--- config.mk ---
export PLATFORM = sky130hd
export DESIGN_NAME = int_alu
export DESIGN_NICKNAME = d
export VERILOG_FILES = /design/src/rtl/int_alu_pkg.sv /design/src/rtl/int_alu_addsub.sv /design/src/rtl/int_alu_ovf_gate.sv /design/src/rtl/int_alu_slt.sv /design/src/rtl/int_alu.sv
export SDC_FILE = /design/constraint.sdc
export NUM_CORES = 1
export LEC_CHECK = 0
export ABC_AREA = 0
export CORE_MARGIN = 2
export CORE_UTILIZATION = 54
export DETAILED_ROUTE_END_ITERATION = 8
export GPL_TIMING_DRIVEN = 0
export PLACE_DENSITY = 0.89
export SETUP_SLACK_MARGIN = 0.3
export SLEW_MARGIN = 30
export SYNTH_ARGS = -nofsm -noshare
export SYNTH_HDL_FRONTEND = slang
export SYNTH_HIERARCHICAL = 1
export SYNTH_SLANG_ARGS = --single-unit
--- constraint.sdc ---
create_clock -name vclk -period 15.5
set_input_delay 3.1 -clock vclk [all_inputs]
set_output_delay 3.1 -clock vclk [all_outputs]
set_load 0.02 [all_outputs]
--- src/rtl/int_alu_pkg.sv ---
package int_alu_pkg;
  localparam int unsigned DATA_W = 32;

  typedef enum logic [1:0] {
    OP_ADD = 2'b00,
    OP_SUB = 2'b01,
    OP_SLT = 2'b10,
    OP_RSV = 2'b11
  } alu_op_e;
endpackage

--- src/rtl/int_alu_addsub.sv ---
module int_alu_addsub #(
  parameter int unsigned W = 32
) (
  input  logic [W-1:0] a_i,
  input  logic [W-1:0] b_i,
  input  logic         sub_i,
  output logic [W-1:0] sum_o,
  output logic         ovf_raw_o
);
  logic [W-1:0] b_eff;
  logic [W:0]   full;

  // subtract as a + ~b + 1
  assign b_eff = sub_i ? ~b_i : b_i;
  assign full  = {1'b0, a_i} + {1'b0, b_eff} + {{W{1'b0}}, sub_i};
  assign sum_o = full[W-1:0];

  // like-signed inputs giving an opposite-signed output
  assign ovf_raw_o = (a_i[W-1] == b_eff[W-1]) && (sum_o[W-1] != a_i[W-1]);
endmodule

--- src/rtl/int_alu_ovf_gate.sv ---
module int_alu_ovf_gate
  import int_alu_pkg::*;
(
  input  alu_op_e op_i,
  input  logic    trap_en_i,
  input  logic    ovf_raw_i,
  output logic    ovf_o
);
  logic arith_op;

  assign arith_op = (op_i == OP_ADD) || (op_i == OP_SUB);
  assign ovf_o    = arith_op && trap_en_i && ovf_raw_i;
endmodule

--- src/rtl/int_alu_slt.sv ---
module int_alu_slt #(
  parameter int unsigned W = 32
) (
  input  logic [W-1:0] diff_i,
  input  logic         ovf_raw_i,
  output logic [W-1:0] flag_word_o
);
  logic less;

  // overflow flips the apparent sign of the difference
  assign less        = diff_i[W-1] ^ ovf_raw_i;
  assign flag_word_o = {{(W-1){1'b0}}, less};
endmodule

--- src/rtl/int_alu.sv ---
module int_alu
  import int_alu_pkg::*;
(
  input  logic [31:0] a_i,
  input  logic [31:0] b_i,
  input  logic [1:0]  op_i,
  input  logic        trap_en_i,
  output logic [31:0] result_o,
  output logic        ovf_o
);
  localparam int unsigned W = DATA_W;

  alu_op_e      op;
  logic         do_sub;
  logic [W-1:0] sum;
  logic         ovf_raw;
  logic [W-1:0] slt_word;

  assign op     = alu_op_e'(op_i);
  assign do_sub = (op == OP_SUB) || (op == OP_SLT);

  int_alu_addsub #(.W(W)) u_addsub (
    .a_i      (a_i),
    .b_i      (b_i),
    .sub_i    (do_sub),
    .sum_o    (sum),
    .ovf_raw_o(ovf_raw)
  );

  int_alu_slt #(.W(W)) u_slt (
    .diff_i     (sum),
    .ovf_raw_i  (ovf_raw),
    .flag_word_o(slt_word)
  );

  int_alu_ovf_gate u_gate (
    .op_i     (op),
    .trap_en_i(trap_en_i),
    .ovf_raw_i(ovf_raw),
    .ovf_o    (ovf_o)
  );

  always_comb begin
    unique case (op)
      OP_ADD, OP_SUB: result_o = sum;
      OP_SLT:         result_o = slt_word;
      default:        result_o = '0;
    endcase
  end
endmodule

# Word level (Yosys, flattened, before mapping)
# Cells that the tools add are included.
word_totals:
  ff_bits: 0
  in_bits: 67
  wordCells: 17
op_classes:
  n_addsub: 2
  n_eq_ne: 4
  n_mux: 2
  bitwise_logic: 2
  n_reduce_logical: 7
ops:
  columns: ["operator", "n"]
  rows:
  - ["32-bit case mux with 2 select lines", 1]
  - ["32-bit by 1-bit adder with 32-bit output", 1]
  - ["32-bit adder", 1]
  - ["32-bit two-way mux", 1]
  - ["32-bit NOT", 1]
  - ["1-bit logical AND", 3]
  - ["2-bit by 1-bit equality test with 1-bit output (second input constant)", 1]
  - ["2-bit equality test (second input constant)", 1]
  - ["2-bit logical NOT", 1]
  - ["1-bit logical OR", 2]
  - ["2-bit OR reduction", 1]
  - ["1-bit equality test", 1]
  - ["1-bit inequality test", 1]
  - ["1-bit XOR", 1]

# Longest topological paths before layout
# Gate-level depths: netlist of the first run.
depth:
  depth_word: 9
  depth_mapped: 18
  ltp_nobuf: 13

# Hierarchy
# Netlist of the first run, hierarchy kept.
by_module_without_submodules:
  columns: ["mod", "instances", "cells_per_inst", "area_per_inst_um2", "seq_area_each_um2"]
  rows:
  - ["int_alu_addsub", 1, 325, 2333.5, 0.0]
  - ["int_alu", 1, 111, 619.3, 0.0]
  - ["int_alu_slt", 1, 34, 252.7, 0.0]
  - ["int_alu_ovf_gate", 1, 1, 8.8, 0.0]

# Worst setup path after synthesis of the first run
# OpenSTA, ideal clock, no wires.
synth_path:
  path_type: "input -> output"
  from: "in op_i[1]"
  to: "out result_o[0]"
  arrival_ns: 6.468
  path_slack_ns: 5.932
  cell_stages: 18
  path_cell_list: "buf_2 > inv_1 > ha_1 > buf_2 > clkbuf_1 > xor2_1 > ha_1 > clkbuf_2 > a21oi_1 > o21ai_0 > a21oi_1 > o21ai_0 > nor3_2 > mux2i_1 > xor2_1 > buf_4 > nand2_1 > a21oi_1"
synth_between:
  elab_chain_cells: 9
  elab_cells_between_ends: 13
  cone_classes: "2 x add/sub; 4 x eq/ne; 2 x mux; 1 x bitwise; 4 x reduce/logical"
synth_rtl:
  columns: ["item", "line", "source"]
  rows:
  - ["start, declared", "int_alu.sv:6", "input logic [1:0] op_i,"]
  - ["2-bit by 1-bit equality test with 1-bit output / 2-bit equality test (equally long branches)", "int_alu.sv:20", "assign do_sub = (op == OP_SUB) || (op == OP_SLT);"]
  - ["1-bit logical OR (*)", "int_alu.sv:20", null]
  - ["net do_sub", "int_alu.sv:14", "logic do_sub;"]
  - ["32-bit two-way mux", "int_alu_addsub.sv:14", "assign b_eff = sub_i ? ~b_i : b_i;"]
  - ["32-bit adder", "int_alu_addsub.sv:15", "assign full = {1'b0, a_i} + {1'b0, b_eff} + {{W{1'b0}}, sub_i};"]
  - ["32-bit by 1-bit adder with 32-bit output", "int_alu_addsub.sv:15", null]
  - ["1-bit inequality test", "int_alu_addsub.sv:19", "assign ovf_raw_o = (a_i[W-1] == b_eff[W-1]) && (sum_o[W-1] != a_i[W-1]);"]
  - ["1-bit logical AND (*)", "int_alu_addsub.sv:19", null]
  - ["net ovf_raw", "int_alu.sv:16", "logic ovf_raw;"]
  - ["1-bit XOR (*)", "int_alu_slt.sv:11", "assign less = diff_i[W-1] ^ ovf_raw_i;"]
  - ["net u_slt.less", "int_alu_slt.sv:8", "logic less;"]
  - ["32-bit case mux with 2 select lines (*)", "int_alu.sv:44", "unique case (op)"]
  - ["end, declared", "int_alu.sv:8", "output logic [31:0] result_o,"]
# The timed path passes the listed nets; every way through them passes the cells marked *.

# Worst setup path after layout of the first run
# Same ends and word-level chain as after synthesis.

==> metrics.txt, run 1 <==
die height=between 80 and 90 um; 1st-pass router iterations=5; CP Class=in -> out; post-CTS setup buffer count=0; Yosys warning total=6; drc violations=0; Starting Density=54.9%; Die ar.=around 6600 um2; via/cell ratio=roughly 5.4; core area=5850 um2; Switch Pwr=177 uW; max frequency=roughly 87 MHz; outcome=completed; top-area cell type share of the netlist area=13.2%; hold slack final=around 7.3 ns; worst slew pin tran=0.807 ns; antenna-violating nets left=0; initial antenna violation count=0; fraction of layout cells with a size suffix above 1=13.0%; switch share=~56%; Worst Path Required=12.40 ns; Comb power frac=100.0%; first-pass GRT wire length=15,100 um; largest net degree at the start of global routing=11; Netlist Area Pre-Place=3210 um2; vias in the first global route=between 3,000 and 4,000; Die X=81.2 um; register share of total power=0%; # setup viols final=0; Final WS setup=3.97 ns; I/O pin cnt=100; # clk buffers=0; Peak VDD IR=~45 uV; Rel. slew slack=a little under half; max cap viols=0; CTS Hold Bufs=0; DPL Wire Length=roughly 7700 um; area leader, netlist=ha_1; CTS resizes=0; worst slack at placement=between 4 and 5 ns; crit share post-route=74.4%; Crit. End Element=primary output; clock network power share=0%; routability congestion estimate=0.889; Seq cells=0; critical-path maximum fanout=10; num rows=28; via count=approximately 3,600; Static Leak=about 1.9 nW; gr ovfl total=0; Pwr Density=~70 nW/um2; commonest cells in the netlist=65 x a21oi_1, 61 x nand2_1, 43 x xor2_1; Worst setup SP type=primary input; FF+latch area=0 um2; Internal Pwr Total=between 100 and 150 uW; Avg Inst Size Synth=roughly 6.8 um2; part of the Yosys area used for sequential elements=0%; Hold Path Class=in -> out; routed len/inst=approximately 14 um; synth top area cells=ha_1 13%, xor2_1 12%, a21oi_1 10%; min cycle time layout=roughly 12 ns; most numerous cell in the Yosys netlist=a21oi_1; filler instances=466; Post-Synthesis Cells=between 400 and 500; Tot GR Track Use=between 20% and 30%; Crit path arrival time=~8.4 ns; final WL=about 9100 um; antenna diode count=0; RSZ-0062 raised after global routing=no; Final nets=705; Area Growth Syn to Fin=37.6%; setup TNS after final layout=0 ns; final hold vios=0; Initial DRC Count=about 220; PortBufs=100; Synth cell types=between 50 and 60; Slew Limit Fails=0
[metrics by stage]
step | area [um2] | power (mW) | instances | utilization (%)
after floorplan | 3330 | 0.216 | 501 | -
after global placement | 4420 | 0.303 | 676 | 75.6
after detailed placement | 4420 | 0.310 | 676 | 75.6
after CTS | 4420 | 0.312 | 676 | 75.6
after global routing | 4420 | 0.346 | 676 | 75.6
final | 4420 | 0.316 | 676 | 75.6
[power groups by stage]
stage / registers, mW / logic, mW / clock network [mW]
after global placement: 0 / 0.303 / 0
after detailed placement: 0 / 0.310 / 0
after floorplan: 0 / 0.216 / 0
after global routing: 0 / 0.346 / 0
final: 0 / 0.316 / 0
after CTS: 0 / 0.312 / 0
[area by class of cell]
type | instances | area, um2 | share of cell area (%)
plain buffers | 57 | 375 | 8.49
inverters | 12 | 45.0 | 1.02
multi-input cells | 432 | 2910 | 65.7
well taps | 75 | 93.8 | 2.12
repair buffers | 100 | 1000 | 22.6
[cell usage in the layout (no fill, tap or decap), types with 12 or more instances in the layout]
cell type / n
nor2_1: 23
xnor2_1: 15
a21oi_1: 65
nand2b_1: 35
buf_4: 32
o21ai_0: 22
clkdlybuf4s50_1: 100
conb_1: 31
xor2_1: 43
nand2_1: 61
buf_2: 14
inv_1: 12
ha_1: 34
[logic make-up after synthesis]
logic type	count (synthesis)	synth area share, %
buffers and inverters	69	13.1
multiplexers	4	1.67
XOR/XNOR	58	15.8
AND/OR/NAND/NOR	160	25.0
adder cells (fa/ha/maj)	35	13.9
AO/OA/AOI/OAI	144	30.5
other	1	0.117
[per-layer routing]
layer  track usage [%]  part of all wire (%)
met5                 0                     0
met1              38.4                    46
met2              49.1                    47
met4              4.24                  0.80
met3              1.33                   5.4
[final timing paths]
kind / end / start / slack, ns / cells past startpoint
worst max-delay path: result_o[0] / op_i[1] / 3.97 / 20
worst min-delay path: ovf_o / trap_en_i / 7.30 / 3
[critical path, cell delays in order]
cell and delay (ns):
clkdlybuf4s50_1 0.63, buf_2 0.24, inv_1 0.08, ha_1 0.26, buf_2 0.17, clkbuf_1 0.63, xor2_1 0.22, ha_1 0.25
clkbuf_2 0.17, a21oi_1 0.24, o21ai_0 0.28, a21oi_1 0.21, o21ai_0 0.13, nor3_2 0.32, mux2i_1 0.33, xor2_1 0.19
buf_4 0.12, nand2_1 0.04, a21oi_1 0.17, clkdlybuf4s50_1 0.62
(Power assumes the default switching activity.)
==> run 2, diff against run 1 <==
- CORE_UTILIZATION: 54 -> 45
- PLACE_DENSITY: 0.89 -> 0.79
- clock period: 15.5 -> 9.7 ns (I/O delays scaled with it)
==> run 2 against run 1 <==
- wire length down 0.27%
- utilization down 11 points
- first-iteration DRC count unchanged
- global-route usage down 4.6 points
- combinational power up 59%
- largest cell class unchanged
- critical path depth unchanged
- clock-buffer cell count unchanged
- cell area up 0.62%
==> metrics.txt, run 2 (synthesis gave the netlist of run 1 again) <==
outcome=completed (unchanged); # setup viols final=0 (unchanged); Top delay family on crit path=buffers and inverters (unchanged); hold slack final=4.95 ns (was 7.30 ns); I/O pin cnt=100 (unchanged); 1st-pass router iterations=6 (was 5); Comb power frac=100.0% (about the same); num rows=30 (was 28); crit share post-route=~90%; via count=3,594 (was 3,642); core area=6870 um2 (was 5850 um2); Crit. End Element=primary output (unchanged); critical-path maximum fanout=10 (unchanged); PortBufs=100 (unchanged); antenna-violating nets left=0 (unchanged); max cap viols=0 (unchanged); antenna diode count=0 (unchanged); RSZ-0062 raised after global routing=no (unchanged); die height=88.5 um (was 81.2 um); fraction of layout cells with a size suffix above 1=13.1% (was 13.0%); Starting Density=46.8% (was 54.9%); Die X=88.5 um (was 81.2 um); Seq cells=0 (unchanged); largest net degree at the start of global routing=11 (unchanged); Tot GR Track Use=23.4% (was 28.0%); drc violations=0 (unchanged); first-pass GRT wire length=15,000 um (was 15,100 um); FF+latch area=0 um2 (unchanged); vias in the first global route=3,215 (was 3,402); DPL Wire Length=7820 um (was 7730 um); routability congestion estimate=0.925 (was 0.889); Worst Path Required=7.76 ns (was 12.40 ns); max incr delay on CP=0.62 ns (was 0.63 ns); initial antenna violation count=0 (unchanged); Die ar.=7830 um2 (was 6590 um2); Area Growth Syn to Fin=38.4% (was 37.6%); Crit path buffers/inverters=8 (unchanged); final hold vios=0 (unchanged); most common cell after layout, fill and taps aside=clkdlybuf4s50_1 (unchanged); Initial DRC Count=221 (unchanged); via/cell ratio=5.16 (was 5.39); CP Class=in -> out (unchanged); worst hold start=trap_en_i (unchanged); Peak VDD IR=59.1 uV (was 45.1 uV); # clk buffers=0 (unchanged); min cycle time layout=just under 9 ns; Critical-path top delay cell=clkdlybuf4s50_1 (unchanged); hold path endpoint=ovf_o (unchanged); Rel. slew slack=55.6% (was 46.2%); Internal Pwr Total=223 uW (was 140 uW); Static Leak=1.92 nW (about the same); post-CTS setup buffer count=0 (unchanged); filler instances=650 (was 466); Hold Path Class=in -> out (unchanged); most used cell, CP=a21oi_1 (unchanged); hold path depth=3 (unchanged); crit-path cells=clkdlybuf4s50_1 > buf_2 > inv_1 > ha_1 > buf_2 > clkbuf_2 > xor2_1 > ha_1 > clkbuf_2 > a21oi_1 > o21ai_0 > a21oi_1 > o21ai_0 > nor3_2 > xnor2_1 > xor2_1 > buf_4 > nand2_1 > a21oi_1 > clkdlybuf4s50_1 (was clkdlybuf4s50_1 > buf_2 > inv_1 > ha_1 > buf_2 > clkbuf_1 > xor2_1 > ha_1 > clkbuf_2 > a21oi_1 > o21ai_0 > a21oi_1 > o21ai_0 > nor3_2 > mux2i_1 > xor2_1 > buf_4 > nand2_1 > a21oi_1 > clkdlybuf4s50_1); Switch Pwr=281 uW (was 177 uW); most frequent cells in the layout=100 x clkdlybuf4s50_1, 65 x a21oi_1, 61 x nand2_1 (unchanged); final WL=9110 um (was 9130 um); Final nets=705 (unchanged); worst slew pin tran=0.659 ns (was 0.807 ns); Crit path arrival time=6.79 ns (was 8.43 ns); routed len/inst=13.1 um (was 13.5 um); Worst setup SP type=primary input (unchanged); gr ovfl total=0 (unchanged); max frequency=114 MHz; clock network power share=0% (about the same); register share of total power=0% (about the same); switch share=55.7% (was 55.9%); Slew Limit Fails=0 (unchanged); Pwr Density=113 nW/um2 (was 71.5 nW/um2); setup TNS after final layout=0 ns (unchanged)
run 2: cell counts in the layout (fill, tap and decap cells not counted):
No cell type changed its count.
run 2: per-layer routing:
metal / up-vias / share of wire, % / wire, um / global-route usage [%]
li1: 1857 / - / - / -
met1: 1627 / 48 / 4400 / 34.5
met2: 104 / 46 / 4170 / 39.9
met3: 6 / 5.2 / 469 / 0.187
met4: 0 / 0.77 / 70 / 1.52
met5: - / 0 / 0 / 0
run 2: tightest hold or removal path, stage by stage:
cell and delay [ns]:
clkdlybuf4s50_1 0.39, and3b_1 0.15, clkdlybuf4s50_1 0.52
run 2: worst max path at each step:
stage	cells after the start	slack (ns)	from	endpoint
final	20	0.97	op_i[1]	result_o[0]
after global routing	20	0.60	op_i[1]	result_o[0]
after CTS	20	0.66	op_i[1]	result_o[0]
after detailed placement	20	0.70	op_i[1]	result_o[0]
after global placement	20	0.77	op_i[1]	result_o[0]
after floorplan	18	2.45	op_i[1]	result_o[0]
run 2: power groups by stage:
stage / Sequential [mW] / Clock, mW / Combinational [mW]
2_1_floorplan: 0 / 0 / 0.345
3_3_place_gp: 0 / 0 / 0.492
3_5_place_dp: 0 / 0 / 0.498
4_1_cts: 0 / 0 / 0.501
5_1_grt: 0 / 0 / 0.554
6_report: 0 / 0 / 0.504
run 2: repair_timing:
action / 4_1_cts / 5_1_grt
resized for setup: 0 / 2
hold buffers: 0 / 0
endpoints found under the setup margin: 0 / 1
run 2: area by class of cell:
cell class	count	area (um2)	area share, %
Multi-Input combinational cell	432	2910	65.3
Tap cell	96	120	2.70
Inverter	12	45.0	1.01
Timing Repair Buffer	100	1000	22.5
Buffer	57	377	8.46
run 2: through the flow:
stage / setup slack [ns] / utilization, % / cell area, um2 / cells / power (mW)
final: 0.966 / 64.8 / 4450 / 697 / 0.504
after global routing: 0.600 / 64.8 / 4450 / 697 / 0.554
after CTS: 0.657 / 64.8 / 4450 / 697 / 0.501
after detailed placement: 0.703 / 64.8 / 4450 / 697 / 0.498
after global placement: 0.766 / 64.8 / 4450 / 697 / 0.492
after floorplan: 2.45 / - / 3330 / 501 / 0.345
==> run 3, diff against run 2 <==
- CORE_UTILIZATION: 45 -> 50
- PLACE_DENSITY: 0.79 -> 0.83
- SLEW_MARGIN: 30 -> 40
- clock period: 9.7 -> 9.28 ns (I/O delays scaled with it)
==> run 3 against run 2 <==
- wire length is 0.87% lower
- combinational power is 4.6% higher
- worst hold slack worse by 0.16 ns
- flip-flop and latch count stayed put
- worst setup slack worse by 0.29 ns
- non-clock buffer count stayed put
- clock-buffer cell count stayed put
- sequential share of layout area stayed put
==> metrics.txt, run 3 (synthesis gave the netlist of run 1 again) <==
Rel. slew slack=59.2% (was 55.6%); die height=84.2 um (was 88.5 um); FF+latch area=0 um2 (unchanged); final hold vios=0 (unchanged); max frequency=116 MHz; Final Core Density=70.5% (was 64.8%); vias in the first global route=3,287 (was 3,215); DPL Wire Length=7800 um (was 7820 um); placed cell area=4420 um2 (was 4450 um2); worst slack at placement=0.435 ns (was 0.703 ns); critical-path maximum fanout=10 (unchanged); Crit path arrival time=6.75 ns (was 6.79 ns); # setup viols final=0 (unchanged); most common cell after layout, fill and taps aside=clkdlybuf4s50_1 (unchanged); Die ar.=7090 um2 (was 7830 um2); PortBufs=100 (unchanged); most frequent cells in the layout=100 x clkdlybuf4s50_1, 65 x a21oi_1, 61 x nand2_1 (unchanged); Seq cells=0 (unchanged); Pwr Density=119 nW/um2 (was 113 nW/um2); gr ovfl total=0 (unchanged); CP Class=in -> out (unchanged); Die X=84.2 um (was 88.5 um); # clk buffers=0 (unchanged); RSZ-0062 raised after global routing=no (unchanged); Slew Limit Fails=0 (unchanged); first-pass GRT wire length=15,100 um (was 15,000 um); Peak VDD IR=65.9 uV (was 59.1 uV); Crit. End Element=primary output (unchanged); crit share post-route=between 90 and 100%; I/O pin cnt=100 (unchanged); largest net degree at the start of global routing=11 (unchanged); via count=3,617 (was 3,594); max cap viols=0 (unchanged); Static Leak=1.92 nW (unchanged); min cycle time layout=8.61 ns; fraction of layout cells with a size suffix above 1=13.1% (unchanged); Worst setup SP type=primary input (unchanged); antenna diode count=0 (unchanged); via/cell ratio=5.33 (was 5.16); Tot GR Track Use=24.7% (was 23.4%); routed len/inst=13.3 um (was 13.1 um); num rows=29 (was 30); initial antenna violation count=0 (unchanged); final WL=9030 um (was 9110 um); Area Growth Syn to Fin=37.7% (was 38.4%); Hold Path Class=in -> out (unchanged); core area=6280 um2 (was 6870 um2); Final nets=705 (unchanged); fin area=4430 um2 (was 4450 um2); antenna-violating nets left=0 (unchanged); Worst Path Required=7.42 ns (was 7.76 ns); setup TNS after final layout=0 ns (unchanged); Initial DRC Count=146 (was 221); worst slew pin tran=0.606 ns (was 0.659 ns); Final WS setup=0.674 ns (was 0.966 ns); drc violations=0 (unchanged); post-CTS setup buffer count=0 (unchanged); total power=527 uW (was 504 uW); outcome=completed (unchanged); 1st-pass router iterations=5 (was 6); Starting Density=51.2% (was 46.8%); routability congestion estimate=0.903 (was 0.925)
==> run 3: cell counts in the layout (fill, tap and decap cells not counted) <==
No cell type changed its count.
==> run 3: where the power goes <==
part / internal [mW] / total [mW] / switching [mW]
clock: 0 / 0 / 0
combinational: 0.233 / 0.527 / 0.294
sequential: 0 / 0 / 0
==> run 3: final cells by class <==
type | instances | area, um2
Buffer | 57 | 377
Fill cell | 570 | 1850
Inverter | 12 | 45.0
Multi-Input combinational cell | 432 | 2910
Tap cell | 77 | 96.3
Timing Repair Buffer | 100 | 1000
==> run 3: critical path, cell delays in order <==
cell             delay [ns]
clkdlybuf4s50_1        0.63
buf_2                  0.23
inv_1                  0.07
ha_1                   0.26
buf_2                  0.17
clkbuf_2               0.35
xor2_1                 0.18
ha_1                   0.24
clkbuf_2               0.17
a21oi_1                0.25
o21ai_0                0.28
a21oi_1                0.20
o21ai_0                0.14
nor3_2                 0.33
mux2i_1                0.29
xor2_1                 0.17
buf_4                  0.12
nand2_1                0.04
a21oi_1                0.15
clkdlybuf4s50_1        0.61
==> run 3: final timing paths <==
check  startpoint           to  slack, ns  cells after the start
max       op_i[1]  result_o[0]       0.67                     20
min     trap_en_i        ovf_o       4.79                      3
==> run 3: what timing repair did <==
action	in CTS	in global routing
hold buffers	0	0
setup endpoints to repair	0	3
resized for setup	0	2
==> run 3: stage by stage <==
step           hold slack [ns]  std cells
2_1_floorplan             3.92        501
3_3_place_gp              4.78        678
3_5_place_dp              4.79        678
4_1_cts                   4.79        678
5_1_grt                   4.82        678
6_report                  4.79        678
==> run 3: metal layers <==
metal	up-vias	share of wire, %	global-route usage, %
li1	1847	-	-
met1	1647	48	35.6
met2	117	47	43.1
met3	6	3.9	0.492
met4	0	0.61	1.32
met5	-	0	0
